### src/rtl/bmem_pkg.sv
package bmem_pkg;

    // Control lines that reach one bank
    typedef struct packed {
        logic cs;   // chip select
        logic we;   // write strobe
        logic oe;   // output enable
    } bank_ctl_t;

endpackage

### src/rtl/bmem_row_decoder.sv
module bmem_row_decoder #(
    parameter int ROW_AW = 2
) (
    input  logic [ROW_AW-1:0]      row_addr,
    output logic [(1<<ROW_AW)-1:0] word_line
);
    localparam int ROWS = 1 << ROW_AW;

    // one comparator per row; exactly one line high
    for (genvar r = 0; r < ROWS; r++) begin : g_line
        assign word_line[r] = (row_addr == ROW_AW'(r));
    end
endmodule

### src/rtl/bmem_bank.sv
module bmem_bank
    import bmem_pkg::*;
#(
    parameter int ROWS    = 4,
    parameter int SLICE_W = 2
) (
    input  logic                     clk,
    input  logic                     rst_n,
    input  logic [$clog2(ROWS)-1:0]  row_addr,
    input  logic [SLICE_W-1:0]       din,
    input  bank_ctl_t                ctl,
    output logic [SLICE_W-1:0]       dout,
    output logic                     drive
);
    localparam int ROW_AW = $clog2(ROWS);

    typedef struct packed {
        logic [ROWS-1:0][SLICE_W-1:0] cells;
    } bank_state_t;

    bank_state_t             st_d, st_q;
    logic [ROWS-1:0]         word_line;

    bmem_row_decoder #(.ROW_AW(ROW_AW)) u_dec (
        .row_addr  (row_addr),
        .word_line (word_line)
    );

    // gated write: word line, strobe and chip select together
    always_comb begin
        st_d = st_q;
        for (int r = 0; r < ROWS; r++) begin
            if (word_line[r] && ctl.we && ctl.cs) begin
                st_d.cells[r] = din;
            end
        end
    end

    always_ff @(posedge clk or negedge rst_n) begin
        if (!rst_n) begin
            st_q <= '0;
        end else begin
            st_q <= st_d;
        end
    end

    // gated output: enable and chip select together
    always_comb begin
        drive = ctl.oe & ctl.cs;
        dout  = '0;
        if (drive) begin
            for (int r = 0; r < ROWS; r++) begin
                if (word_line[r]) begin
                    dout = dout | st_q.cells[r];
                end
            end
        end
    end
endmodule

### src/rtl/bmem_pair_map.sv
module bmem_pair_map #(
    parameter int PAIR_AW   = 1,
    parameter int ROW_AW    = 2,
    parameter bit LOW_ORDER = 1'b0
) (
    input  logic [PAIR_AW+ROW_AW-1:0] sys_addr,
    input  logic                      active,
    output logic [(1<<PAIR_AW)-1:0]   pair_sel,
    output logic [ROW_AW-1:0]         row_addr
);
    localparam int AW    = PAIR_AW + ROW_AW;
    localparam int PAIRS = 1 << PAIR_AW;

    logic [PAIR_AW-1:0] pair_idx;

    if (LOW_ORDER) begin : g_low
        assign pair_idx = sys_addr[PAIR_AW-1:0];
        assign row_addr = sys_addr[AW-1:PAIR_AW];
    end else begin : g_high
        assign pair_idx = sys_addr[AW-1:ROW_AW];
        assign row_addr = sys_addr[ROW_AW-1:0];
    end

    for (genvar p = 0; p < PAIRS; p++) begin : g_cs
        assign pair_sel[p] = active && (pair_idx == PAIR_AW'(p));
    end
endmodule

### src/rtl/banked_word_mem.sv
module banked_word_mem
    import bmem_pkg::*;
#(
    parameter int ROWS      = 4,
    parameter int SLICE_W   = 2,
    parameter int SLICES    = 2,
    parameter int PAIRS     = 2,
    parameter bit LOW_ORDER = 1'b0
) (
    input  logic                                        clk,
    input  logic                                        rst_n,
    input  logic [$clog2(PAIRS)+$clog2(ROWS)-1:0]       sys_addr,
    input  logic [SLICE_W*SLICES-1:0]                   wr_data,
    input  logic                                        wr_req,
    input  logic                                        rd_req,
    output logic [SLICE_W*SLICES-1:0]                   rd_data,
    output logic [PAIRS-1:0]                            pair_sel
);
    localparam int ROW_AW  = $clog2(ROWS);
    localparam int PAIR_AW = $clog2(PAIRS);
    localparam int AW      = PAIR_AW + ROW_AW;
    localparam int DW      = SLICE_W * SLICES;

    logic                                     active;
    logic                                     rd_gate;
    logic [ROW_AW-1:0]                        row_addr;
    logic [PAIRS-1:0][SLICES-1:0][SLICE_W-1:0] slice_out;
    logic [PAIRS-1:0][SLICES-1:0]             slice_drv;

    assign active  = wr_req | rd_req;
    assign rd_gate = rd_req & ~wr_req;   // write wins when both are high

    bmem_pair_map #(
        .PAIR_AW   (PAIR_AW),
        .ROW_AW    (ROW_AW),
        .LOW_ORDER (LOW_ORDER)
    ) u_map (
        .sys_addr (sys_addr),
        .active   (active),
        .pair_sel (pair_sel),
        .row_addr (row_addr)
    );

    for (genvar p = 0; p < PAIRS; p++) begin : g_pair
        bank_ctl_t ctl;
        assign ctl.cs = pair_sel[p];
        assign ctl.we = wr_req;
        assign ctl.oe = rd_gate;
        for (genvar s = 0; s < SLICES; s++) begin : g_slice
            bmem_bank #(
                .ROWS    (ROWS),
                .SLICE_W (SLICE_W)
            ) u_bank (
                .clk      (clk),
                .rst_n    (rst_n),
                .row_addr (row_addr),
                .din      (wr_data[s*SLICE_W +: SLICE_W]),
                .ctl      (ctl),
                .dout     (slice_out[p][s]),
                .drive    (slice_drv[p][s])
            );
        end
    end

    // merge the driven slices into the read word
    always_comb begin
        rd_data = '0;
        for (int p = 0; p < PAIRS; p++) begin
            for (int s = 0; s < SLICES; s++) begin
                if (slice_drv[p][s]) begin
                    rd_data[s*SLICE_W +: SLICE_W] = rd_data[s*SLICE_W +: SLICE_W] | slice_out[p][s];
                end
            end
        end
    end
endmodule

### config.mk
export PLATFORM = sky130hd
export DESIGN_NAME = banked_word_mem
export DESIGN_NICKNAME = d
export VERILOG_FILES = /design/src/rtl/bmem_pkg.sv /design/src/rtl/bmem_row_decoder.sv /design/src/rtl/bmem_bank.sv /design/src/rtl/bmem_pair_map.sv /design/src/rtl/banked_word_mem.sv
export SDC_FILE = /design/constraint.sdc
export NUM_CORES = 1
export LEC_CHECK = 0
export ABC_AREA = 1
export BUFFER_PORTS_ARGS = -buffer_cell sky130_fd_sc_hd__buf_2
export CAP_MARGIN = 5
export CORE_UTILIZATION = 55
export DETAILED_ROUTE_END_ITERATION = 7
export PLACE_DENSITY = 0.75
export REMOVE_ABC_BUFFERS = 1
export SYNTH_ARGS = -nofsm -noshare
export SYNTH_HDL_FRONTEND = slang
export SYNTH_HIERARCHICAL = 1
export SYNTH_SLANG_ARGS = --single-unit
### constraint.sdc
create_clock -name clk -period 1.4 [get_ports clk]
set_clock_uncertainty 0.2 [all_clocks]
set_input_delay 0.21 -clock clk [delete_from_list [all_inputs] [get_ports clk]]
set_output_delay 0.21 -clock clk [all_outputs]
set_load 0.01 [all_outputs]
==> reports/results.tsv, run 1 <==
stage	metric	value	unit
final_layout	area_delta_synth_final	23.25	%
run	cap_violations	0	
routing	vias	1570	
yosys	post-synth-top-area-cell	dfrtp_1	
worst_setup_path	reg2reg_depth	3	
timing	hold_violations	0	
worst_setup_path	worstPathArrival	1.23	ns
clock_network	cts_tree	built	
clock_network	clockBufferDepth	2	
routing	drc	2	
worst_setup_path	cp-end-kind	primary output	
clock_network	cts_buffers	5	
yosys	synth_top_area_share	0.4769	
grt	grt_usage	0.2414	
floorplanning	die_area	3278	um^2
power_and_ir_drop	switching_share	0.2919	
worst_setup_path	slowest_stage	dfrtp_1	
yosys	syn_area	1679	um^2
place	dp_hpwl	2629	um
timing	setup_viol	4	
grt	grt_pass1_vias	1458	
worst_setup_path	crit_type	reg2out	
place	dpl.cell_count	307	
power_and_ir_drop	clockPowerShare	0.238	
clock_network	htreeDepth	2	
final_layout	drive_above_1_share	0.1834	
timing	rsz0062_at_grt	yes	
power_and_ir_drop	leakage	0.001185	uW
outcome	status	complete, but fails checks	
floorplanning	die_h	57.26	um
final_layout	top_regs	g_pair.g_slice.u_bank/st_q (32)	
yosys	synth_common_cells	nand2_1 (102), dfrtp_1 (32), nor2_1 (29)	
outcome	violations	DRC, setup timing	
yosys	yosys.cell_types.count	10	
final_layout	finish.utilization	0.7315	
yosys	yosysMostFrequentCell	nand2_1	
power_and_ir_drop	irDropWorstVdd	0.0007848	V
routing	viasPerCell	4.906	
yosys	syn_inst	242	
yosys	synth.area.top_cells	dfrtp_1 (48%), nand2_1 (23%), o21ai_1 (7.2%)	
worst_setup_path	required	0.99	ns
place	post-place-ws	-0.2206	ns
floorplanning	dieWidth	57.26	um
power_and_ir_drop	pwr-share-comb	0.219	
routing	first_pass_iters	7	
timing	period_share	1.171	
timing	tightestPinTransition	0.3631	ns
final_layout	multiInputGateArea	765.7	um^2
yosys	synthFlopType	dfrtp_1	
routing	wl_per_cell	10.80	um
timing	finalWorstSetupSlack	-0.2392	ns
power_and_ir_drop	power.internal	1586	uW
power_and_ir_drop	p_switching	654.0	uW
final_layout	nets	299	
worst_setup_path	max_stage_delay	0.40	ns
floorplanning	initial_core_util	0.5935	
worst_hold_path	worstHoldPathType	in2reg	
clock_network	clk_latency	0.32	ns
worst_setup_path	crit_path_start_kind	flop	
worst_setup_path	worstPathCellList	nand2_1 > nand2_1 > nor2_1 > nor2_1 > nand2_1 > nand2_1 > buf_2	
timing	slew_violations	0	
clock_network	numClockSinks	32	
yosys	async_flop_share	1.000	
yosys	avgSynthCellArea	6.938	um^2
final_layout	final_cells	320	
final_layout	regMostFlops	g_pair.g_slice.u_bank/st_q	
grt	grt_pass1_wl	6016	um
place	finalWeightedCongestion	0.8362	
worst_setup_path	cp_max_fo	2	
final_layout	largest_reg_flops	32	
place	port-buffer-count	16	
grt	antenna_found_initial	0	
final_layout	insertedDiodeCount	0	
clock_network	path_clk_slew	0.09	ns
routing	routed_wl	3456	um
floorplanning	coreArea	2829	um^2
final_layout	fillCellCount	250	
clock_network	cts-root-buf	clkbuf_4	
power_and_ir_drop	power_density	1083	nW/um^2
worst_hold_path	min_path_cells	3	
timing	max_freq	610.1	MHz
routing	drtIter0Drc	60	
power_and_ir_drop	pwr-share-seq	0.543	
grt	grt_overflow_total	0	
yosys	ys_warn_count	6	
floorplanning	num_rows	19	
final_layout	ff_latch_area	800.8	um^2
yosys	synth_edf_count	0	
yosys	synth_seq_cells	32	
routing	ant_nets	0	
grt	grt_start_max_net_pins	19	
yosys	yosysSeqAreaShare	0.4769	
timing	layout_min_cycle_time	1.639	ns
timing	slew_headroom	0.7579	
floorplanning	ioPinCount	17	
worst_setup_path	crit_top_cell	nand2_1	
layer usage:
metal | track usage | wire (um)
met5 | 0 | 0
met3 | 0.04082 | 75
met1 | 0.3214 | 1675
met2 | 0.3899 | 1638
met4 | 0.1080 | 65
area by class of cell:
cell class,count,share of cell area
well taps,31,0.01874
flip-flops and latches,32,0.3869
inverters,28,0.05079
repair buffers,41,0.1451
multi-input cells,180,0.3700
clock buffers,8,0.02842
logic make-up (layout without fill, tap and decap cells):
kind of cell / count (synthesis) / after routing / synth area share
compound gates: 32 / 32 / 0.09538
buf+inv: 30 / 77 / 0.07153
flops: 32 / 32 / 0.4769
simple gates: 148 / 148 / 0.3562
worst max-delay path, delay by kind of cell (launching register included):
kind	cells	cell delay, ns
DFF	1	0.40
and+or+nand+nor	6	0.38
buffers and inverters	1	0.13
power groups by stage:
stage	Sequential (uW)	Clock, uW	Combinational, uW
floorplan	1210	0	288
global placement	1230	0	443
detailed placement	1230	0	456
CTS	1210	559	463
global route	1240	595	571
finish	1220	532	490
what timing repair did:
| action | in CTS | in global routing |
|---|---|---|
| pin swaps | 13 | 5 |
| endpoints found under the setup margin | 4 | 4 |
| resized for setup | 0 | 4 |
| hold endpoints to repair | 33 | 0 |
| hold buffers | 2 | 0 |
| buffers inserted | 0 | 3 |
| cloned | 0 | 0 |
per-stage QoR:
step                      hold slack [ns]  total power (uW)  TNS [ns]  cell area (um^2)
final                             0.01163              2240   -0.9294              2069
after CTS                        0.001132              2236   -0.9698              2037
after floorplan                   -0.2856              1493   -0.3063              1664
after detailed placement         -0.05737              1689   -0.9956              1958
after global placement           -0.05751              1674   -0.7499              1958
after global routing             0.005526              2404    -1.310              2069
final timing paths:
check                                                       to                                 from  slack (ns)
min in group asynchronous  g_pair[0].g_slice[1].u_bank/st_q[5]                                rst_n        0.13
hold reg to reg            g_pair[0].g_slice[0].u_bank/st_q[0]  g_pair[0].g_slice[0].u_bank/st_q[0]        0.29
max in group asynchronous  g_pair[1].g_slice[1].u_bank/st_q[5]                                rst_n        0.45
setup / recovery                                    rd_data[2]  g_pair[0].g_slice[1].u_bank/st_q[0]       -0.24
setup reg to reg           g_pair[1].g_slice[0].u_bank/st_q[6]  g_pair[1].g_slice[0].u_bank/st_q[6]        0.45
hold / removal             g_pair[1].g_slice[0].u_bank/st_q[4]                           wr_data[0]        0.01
layout by cell type, fill, tap and decap left out:
master	netlist	routed
nand2_1	102	102
dfrtp_1	32	32
inv_1	28	28
nor2_1	29	26
o21ai_1	24	24
buf_4	2	21
buf_2	0	15
nand3_1	12	12
o21ai_0	8	8
clkbuf_4	0	6
nand3_2	4	4
nor2_2	1	4
clkbuf_1	0	2
dlygate4sd3_1	0	2
buf_12	0	2
clkbuf_8	0	1
Note: power is estimated with default switching activity, not from simulation.
==> inputs of run 2 (changes only) <==
--- a/config.mk
+++ b/config.mk
@@ -11,6 +11,7 @@
 export CORE_UTILIZATION = 55
 export DETAILED_ROUTE_END_ITERATION = 7
 export PLACE_DENSITY = 0.75
+export RECOVER_POWER = 100
 export REMOVE_ABC_BUFFERS = 1
 export SYNTH_ARGS = -nofsm -noshare
 export SYNTH_HDL_FRONTEND = slang
==> run 2 against run 1 <==
Net effect:
- the run still ends with DRC, setup timing left
- critical endpoint is now rd_data[3]
- global-route usage unchanged
- first-iteration DRC count down 5.0%
- sequential cell count unchanged
- critical path type unchanged
- clock-buffer cell count unchanged
- die area unchanged
- critical path depth unchanged
==> reports/results.tsv, run 2 (synthesis results as in run 1) <==
stage	metric	value	unit
final_layout	nets	299	
worst_setup_path	required	0.99	ns
worst_setup_path	crit_type	reg2out	
worst_setup_path	cp-end-kind	primary output	
run	cap_violations	0	
worst_hold_path	whs_endpoint	g_pair[1].g_slice[0].u_bank/st_q[4]	
routing	first_pass_iters	6	
worst_setup_path	reg2reg_to	g_pair[1].g_slice[0].u_bank/st_q[6]	
grt	grt_overflow_total	0	
timing	layout_min_cycle_time	1.641	ns
final_layout	insertedDiodeCount	0	
power_and_ir_drop	total_power	2213	uW
grt	grt_start_max_net_pins	19	
final_layout	largest_reg_flops	32	
routing	routed_wl	3478	um
floorplanning	ioPinCount	17	
floorplanning	die_area	3278	um^2
clock_network	cts_buffers	5	
final_layout	final_cells	320	
timing	hold_violations	0	
timing	tightestPinTransition	0.3894	ns
clock_network	cts-root-buf	clkbuf_4	
outcome	status	complete, but fails checks	
grt	grt_pass1_wl	6016	um
place	finalWeightedCongestion	0.8362	
clock_network	htreeDepth	2	
final_layout	final_cell_mix	nand2_1 (102), dfrtp_1 (32), o21ai_0 (29), inv_1 (28), nor2_1 (27)	
worst_setup_path	reg2reg_depth	3	
grt	grt_usage	0.2414	
clock_network	clockBufferDepth	2	
floorplanning	die_h	57.26	um
timing	rsz0062_at_grt	yes	
floorplanning	dieWidth	57.26	um
timing	max_freq	609.6	MHz
power_and_ir_drop	irDropWorstVdd	0.0007909	V
worst_hold_path	hold_start	wr_data[0]	
routing	vias	1585	
floorplanning	num_rows	19	
final_layout	design_area	2022	um^2
timing	finalWorstSetupSlack	-0.2405	ns
clock_network	clk_latency	0.32	ns
worst_setup_path	r2r-start	g_pair[1].g_slice[0].u_bank/st_q[6]	
grt	antenna_found_initial	0	
worst_hold_path	worstHoldPathType	in2reg	
final_layout	final_common_cell	nand2_1	
final_layout	area_delta_synth_final	20.42	%
place	dpl-instance-area	1958	um^2
routing	wl_per_cell	10.87	um
worst_setup_path	r2r_slack	0.43	ns
worst_setup_path	crit_path_start_kind	flop	
routing	drc	1	
place	post-place-ws	-0.2206	ns
worst_setup_path	cp_max_fo	2	
timing	period_share	1.172	
final_layout	top_regs	g_pair.g_slice.u_bank/st_q (32)	
place	dp_hpwl	2629	um
final_layout	regMostFlops	g_pair.g_slice.u_bank/st_q	
place	dpl.cell_count	307	
clock_network	cts_tree	built	
floorplanning	initial_core_util	0.5935	
clock_network	path_clk_slew	0.10	ns
timing	slew_headroom	0.7404	
outcome	violations	DRC, setup timing	
routing	ant_nets	0	
timing	slew_violations	0	
routing	drtIter0Drc	57	
worst_hold_path	min_path_cells	3	
place	port-buffer-count	16	
grt	grt_pass1_vias	1458	
routing	viasPerCell	4.953	
clock_network	numClockSinks	32	
power_and_ir_drop	power_density	1095	nW/um^2
worst_setup_path	worstPathArrival	1.23	ns
power_and_ir_drop	leakage	0.001164	uW
timing	setup_viol	5	
timing	hold_ws	0.01725	ns
floorplanning	coreArea	2829	um^2
final_layout	drive_above_1_share	0.1557	
-- run 2: area by class of cell --
| type | instances | area (um^2) |
|---|---|---|
| clock buffer | 8 | 58.81 |
| tap | 31 | 38.79 |
| fill | 259 | 807.0 |
| sequential | 32 | 800.8 |
| inverter | 28 | 105.1 |
| multi-input combinational | 180 | 748.2 |
| timing repair buffer | 41 | 270.3 |
-- run 2: through the flow --
stage	setup TNS, ns	utilization
6_report	-1.055	0.7147
5_1_grt	-1.712	0.7147
3_3_place_gp	-0.7499	0.6922
2_1_floorplan	-0.3063	-
4_1_cts	-0.9698	0.7200
3_5_place_dp	-0.9956	0.6922
-- run 2: where the power goes --
part           internal, uW  switching, uW  leakage [uW]
Sequential             1110            103      0.000404
Combinational           204            256      0.000728
Clock                   248            288     0.0000326
-- run 2: critical path, stage by stage, from the launching register on --
cell	delay [ns]
dfrtp_1	0.40
nand2_1	0.07
nand2_1	0.04
nor2_1	0.12
nor2_1	0.05
nand2_1	0.06
nand2_1	0.04
buf_2	0.13
-- run 2: routing by layer --
metal | vias to the layer above | wire (um) | GRT usage
li1 | 843 | - | -
met1 | 708 | 1626 | 0.3214
met2 | 27 | 1658 | 0.3899
met3 | 7 | 129 | 0.04082
met4 | 0 | 64 | 0.1080
met5 | - | 0 | 0
-- run 2: repair_timing --
item	in CTS	in global routing
resized for setup	0	4
hold buffers	2	0
pin swaps	13	5
endpoints found under the hold margin	33	0
endpoints found under the setup margin	4	4
buffers inserted	0	3
-- run 2: worst max path at each step --
stage,start,end,slack [ns],cells past startpoint
final,g_pair[0].g_slice[1].u_bank/st_q[1],rd_data[3],-0.24,7
after detailed placement,sys_addr[0],rd_data[1],-0.22,10
after CTS,g_pair[0].g_slice[1].u_bank/st_q[4],rd_data[2],-0.26,7
after floorplan,rd_req,rd_data[0],-0.08,8
after global routing,g_pair[1].g_slice[0].u_bank/st_q[6],rd_data[0],-0.34,7
after global placement,sys_addr[0],rd_data[0],-0.19,10
==> inputs of run 3 (changes only) <==
--- a/config.mk
+++ b/config.mk
@@ -11,9 +11,8 @@
 export CORE_UTILIZATION = 55
 export DETAILED_ROUTE_END_ITERATION = 7
 export PLACE_DENSITY = 0.75
-export RECOVER_POWER = 100
+export RECOVER_POWER = 25
 export REMOVE_ABC_BUFFERS = 1
 export SYNTH_ARGS = -nofsm -noshare
 export SYNTH_HDL_FRONTEND = slang
-export SYNTH_HIERARCHICAL = 1
 export SYNTH_SLANG_ARGS = --single-unit
==> run 3 against run 2 <==
Net effect:
- the flow finishes with violations (setup timing)
- worst hold slack better by 0.049 ns
- sequential cell count unchanged
- die area down 5.3%
- clock-buffer cell count unchanged
- total power down 1.6%
- register-to-register slack about the same
- synthesized cell count down 21%
- synthesized area down 5.5%
- wire length up 3.7%
- final area down 6.7%
- sequential share of layout area up 2.8 points
- critical path type unchanged
- critical endpoint unchanged
- largest cell class unchanged
- highest routed layer unchanged
==> reports/results.tsv, run 3 <==
stage	metric	value	unit
routing	drc	0	
final_layout	nets	238	
grt	grt_pass1_wl	5892	um
final_layout	largest_reg_flops	32	
timing	slew_violations	0	
power_and_ir_drop	irDropWorstVdd	0.0008873	V
outcome	status	complete, but fails checks	
worst_setup_path	required	0.99	ns
place	post-place-ws	-0.07996	ns
grt	antenna_found_initial	0	
yosys	syn_inst	190	
yosys	synth_top_area_share	0.5047	
routing	first_pass_iters	4	
power_and_ir_drop	leakage	0.0009847	uW
timing	rsz0062_at_grt	yes	
place	dpl-instance-area	1778	um^2
final_layout	regMostFlops	g_pair.g_slice.u_bank.st_q	
timing	finalWorstSetupSlack	-0.2538	ns
final_layout	insertedDiodeCount	0	
worst_setup_path	worstPathArrival	1.24	ns
clock_network	cts_buffers	5	
yosys	ys_warn_count	0	
grt	grt_overflow_total	0	
timing	finalSetupTns	-0.9603	ns
floorplanning	initial_core_util	0.5803	
worst_setup_path	crit_type	reg2out	
timing	hold_ws	0.06636	ns
routing	vias	1398	
yosys	synthFlopType	dfrtp_1	
yosys	yosysMostFrequentCell	nand2_1	
routing	routed_wl	3608	um
yosys	synth_seq_cells	32	
routing	viasPerCell	5.398	
worst_hold_path	worstHoldPathType	in2reg	
yosys	synth.area.top_cells	dfrtp_1 (50%), nand2_1 (14%), o21ai_1 (11%)	
run	cap_violations	0	
grt	grt_start_max_net_pins	33	
grt	grt_usage	0.2548	
place	finalWeightedCongestion	0.8786	
yosys	async_flop_share	1.000	
clock_network	clockBufferDepth	2	
clock_network	clk_latency	0.33	ns
worst_setup_path	cp-end-kind	primary output	
timing	layout_min_cycle_time	1.654	ns
outcome	violations	setup timing	
place	port-buffer-count	16	
yosys	synth_edf_count	0	
floorplanning	ioPinCount	17	
timing	max_freq	604.7	MHz
yosys	yosysSeqAreaShare	0.5047	
final_layout	final_cell_mix	nand2_1 (60), o21ai_1 (37), dfrtp_1 (32), nand3_1 (22), buf_2 (16)	
timing	slew_headroom	0.4980	
final_layout	drive_above_1_share	0.2807	
floorplanning	dieWidth	55.71	um
yosys	post-synth-top-area-cell	dfrtp_1	
final_layout	finish.utilization	0.6902	
routing	ant_nets	0	
clock_network	path_clk_slew	0.09	ns
routing	drtIter0Drc	82	
yosys	yosys.cell_types.count	15	
worst_setup_path	cp_max_fo	2	
yosys	synth_common_cells	nand2_1 (61), o21ai_1 (34), dfrtp_1 (32)	
yosys	syn_area	1587	um^2
timing	setup_viol	4	
grt	grt_pass1_vias	1285	
final_layout	area_delta_synth_final	18.93	%
clock_network	cts-root-buf	clkbuf_4	
floorplanning	coreArea	2734	um^2
floorplanning	die_h	55.71	um
clock_network	numClockSinks	32	
timing	period_share	1.181	
final_layout	design_area	1887	um^2
routing	wl_per_cell	13.93	um
timing	tightestPinTransition	0.7530	ns
place	dp_hpwl	2654	um
power_and_ir_drop	power_density	1155	nW/um^2
clock_network	cts_tree	built	
yosys	avgSynthCellArea	8.350	um^2
clock_network	htreeDepth	2	
floorplanning	die_area	3104	um^2
worst_setup_path	crit_path_start_kind	flop	
timing	hold_violations	0	
floorplanning	num_rows	19	
final_layout	top_regs	g_pair.g_slice.u_bank.st_q (32)	
final_layout	final_common_cell	nand2_1	
-- run 3: cell types whose count changed after synthesis, moves of 4 or more --
cell / previous run / this run
buf_6: 0 / 4
inv_1: 28 / 5
inv_2: 0 / 4
nand2_1: 102 / 61
nand2_2: 0 / 8
nand3_1: 12 / 24
nand3_2: 4 / 0
nor2_1: 29 / 2
o21ai_1: 24 / 34
-- run 3: worst paths after layout --
kind	from	endpoint	slack, ns	depth (start not counted)
max	g_pair[1].g_slice[1].u_bank.st_q[3]	rd_data[3]	-0.25	5
min	sys_addr[2]	g_pair[1].g_slice[0].u_bank.st_q[2]	0.07	3
max reg2reg	g_pair[1].g_slice[1].u_bank.st_q[3]	g_pair[1].g_slice[1].u_bank.st_q[3]	0.42	3
min reg2reg	g_pair[1].g_slice[0].u_bank.st_q[0]	g_pair[1].g_slice[0].u_bank.st_q[0]	0.30	2
max in group asynchronous	rst_n	g_pair[0].g_slice[1].u_bank.st_q[7]	0.17	3
min in group asynchronous	rst_n	g_pair[1].g_slice[1].u_bank.st_q[2]	0.35	3
-- run 3: cells by family (layout without fill, tap and decap cells) --
| logic type | after synthesis | count (layout) | share of synthesized area |
|---|---|---|---|
| and+or+nand+nor | 103 | 103 | 0.3131 |
| DFF | 32 | 32 | 0.5047 |
| AOI/OAI and AO/OA | 42 | 42 | 0.1325 |
| buffers and inverters | 13 | 51 | 0.04968 |
-- run 3: report_power, final --
part           internal, uW  switching [uW]  leakage (uW)
Sequential             1100             106      0.000403
Clock                   247             287     0.0000326
Combinational           194             248      0.000550
-- run 3: layout make-up --
class                           count  area (um^2)
Clock buffer                        8        58.81
Fill cell                         235        847.1
Inverter                            9        33.78
Multi-Input combinational cell    145        726.9
Sequential cell                    32        800.8
Tap cell                           31        38.79
Timing Repair Buffer               34        227.7
-- run 3: routing by layer --
metal | GRT usage | wire, um
met1 | 0.3515 | 1613
met4 | 0.1214 | 92
met3 | 0.05581 | 203
met5 | 0 | 0
met2 | 0.3838 | 1700
-- run 3: per-stage QoR --
stage                     std cells  power (uW)
final                           259        2179
after global routing            259        2307
after CTS                       256        2166
after detailed placement        247        1628
after global placement          247        1607
after floorplan                 186        1435
-- run 3: timing repair --
| action | 4_1_cts | 5_1_grt |
|---|---|---|
| endpoints found under the hold margin | 32 | 0 |
| buffers inserted | 0 | 3 |
| hold buffers | 1 | 0 |
| setup endpoints to repair | 4 | 4 |
| resized for setup | 3 | 7 |
| pin swaps | 8 | 10 |
-- run 3: critical path: stages, from the launching register on --
cell     delay, ns
dfrtp_1       0.40
nand3_1       0.09
nand2_1       0.07
o21ai_2       0.15
nand2_1       0.07
buf_2         0.14
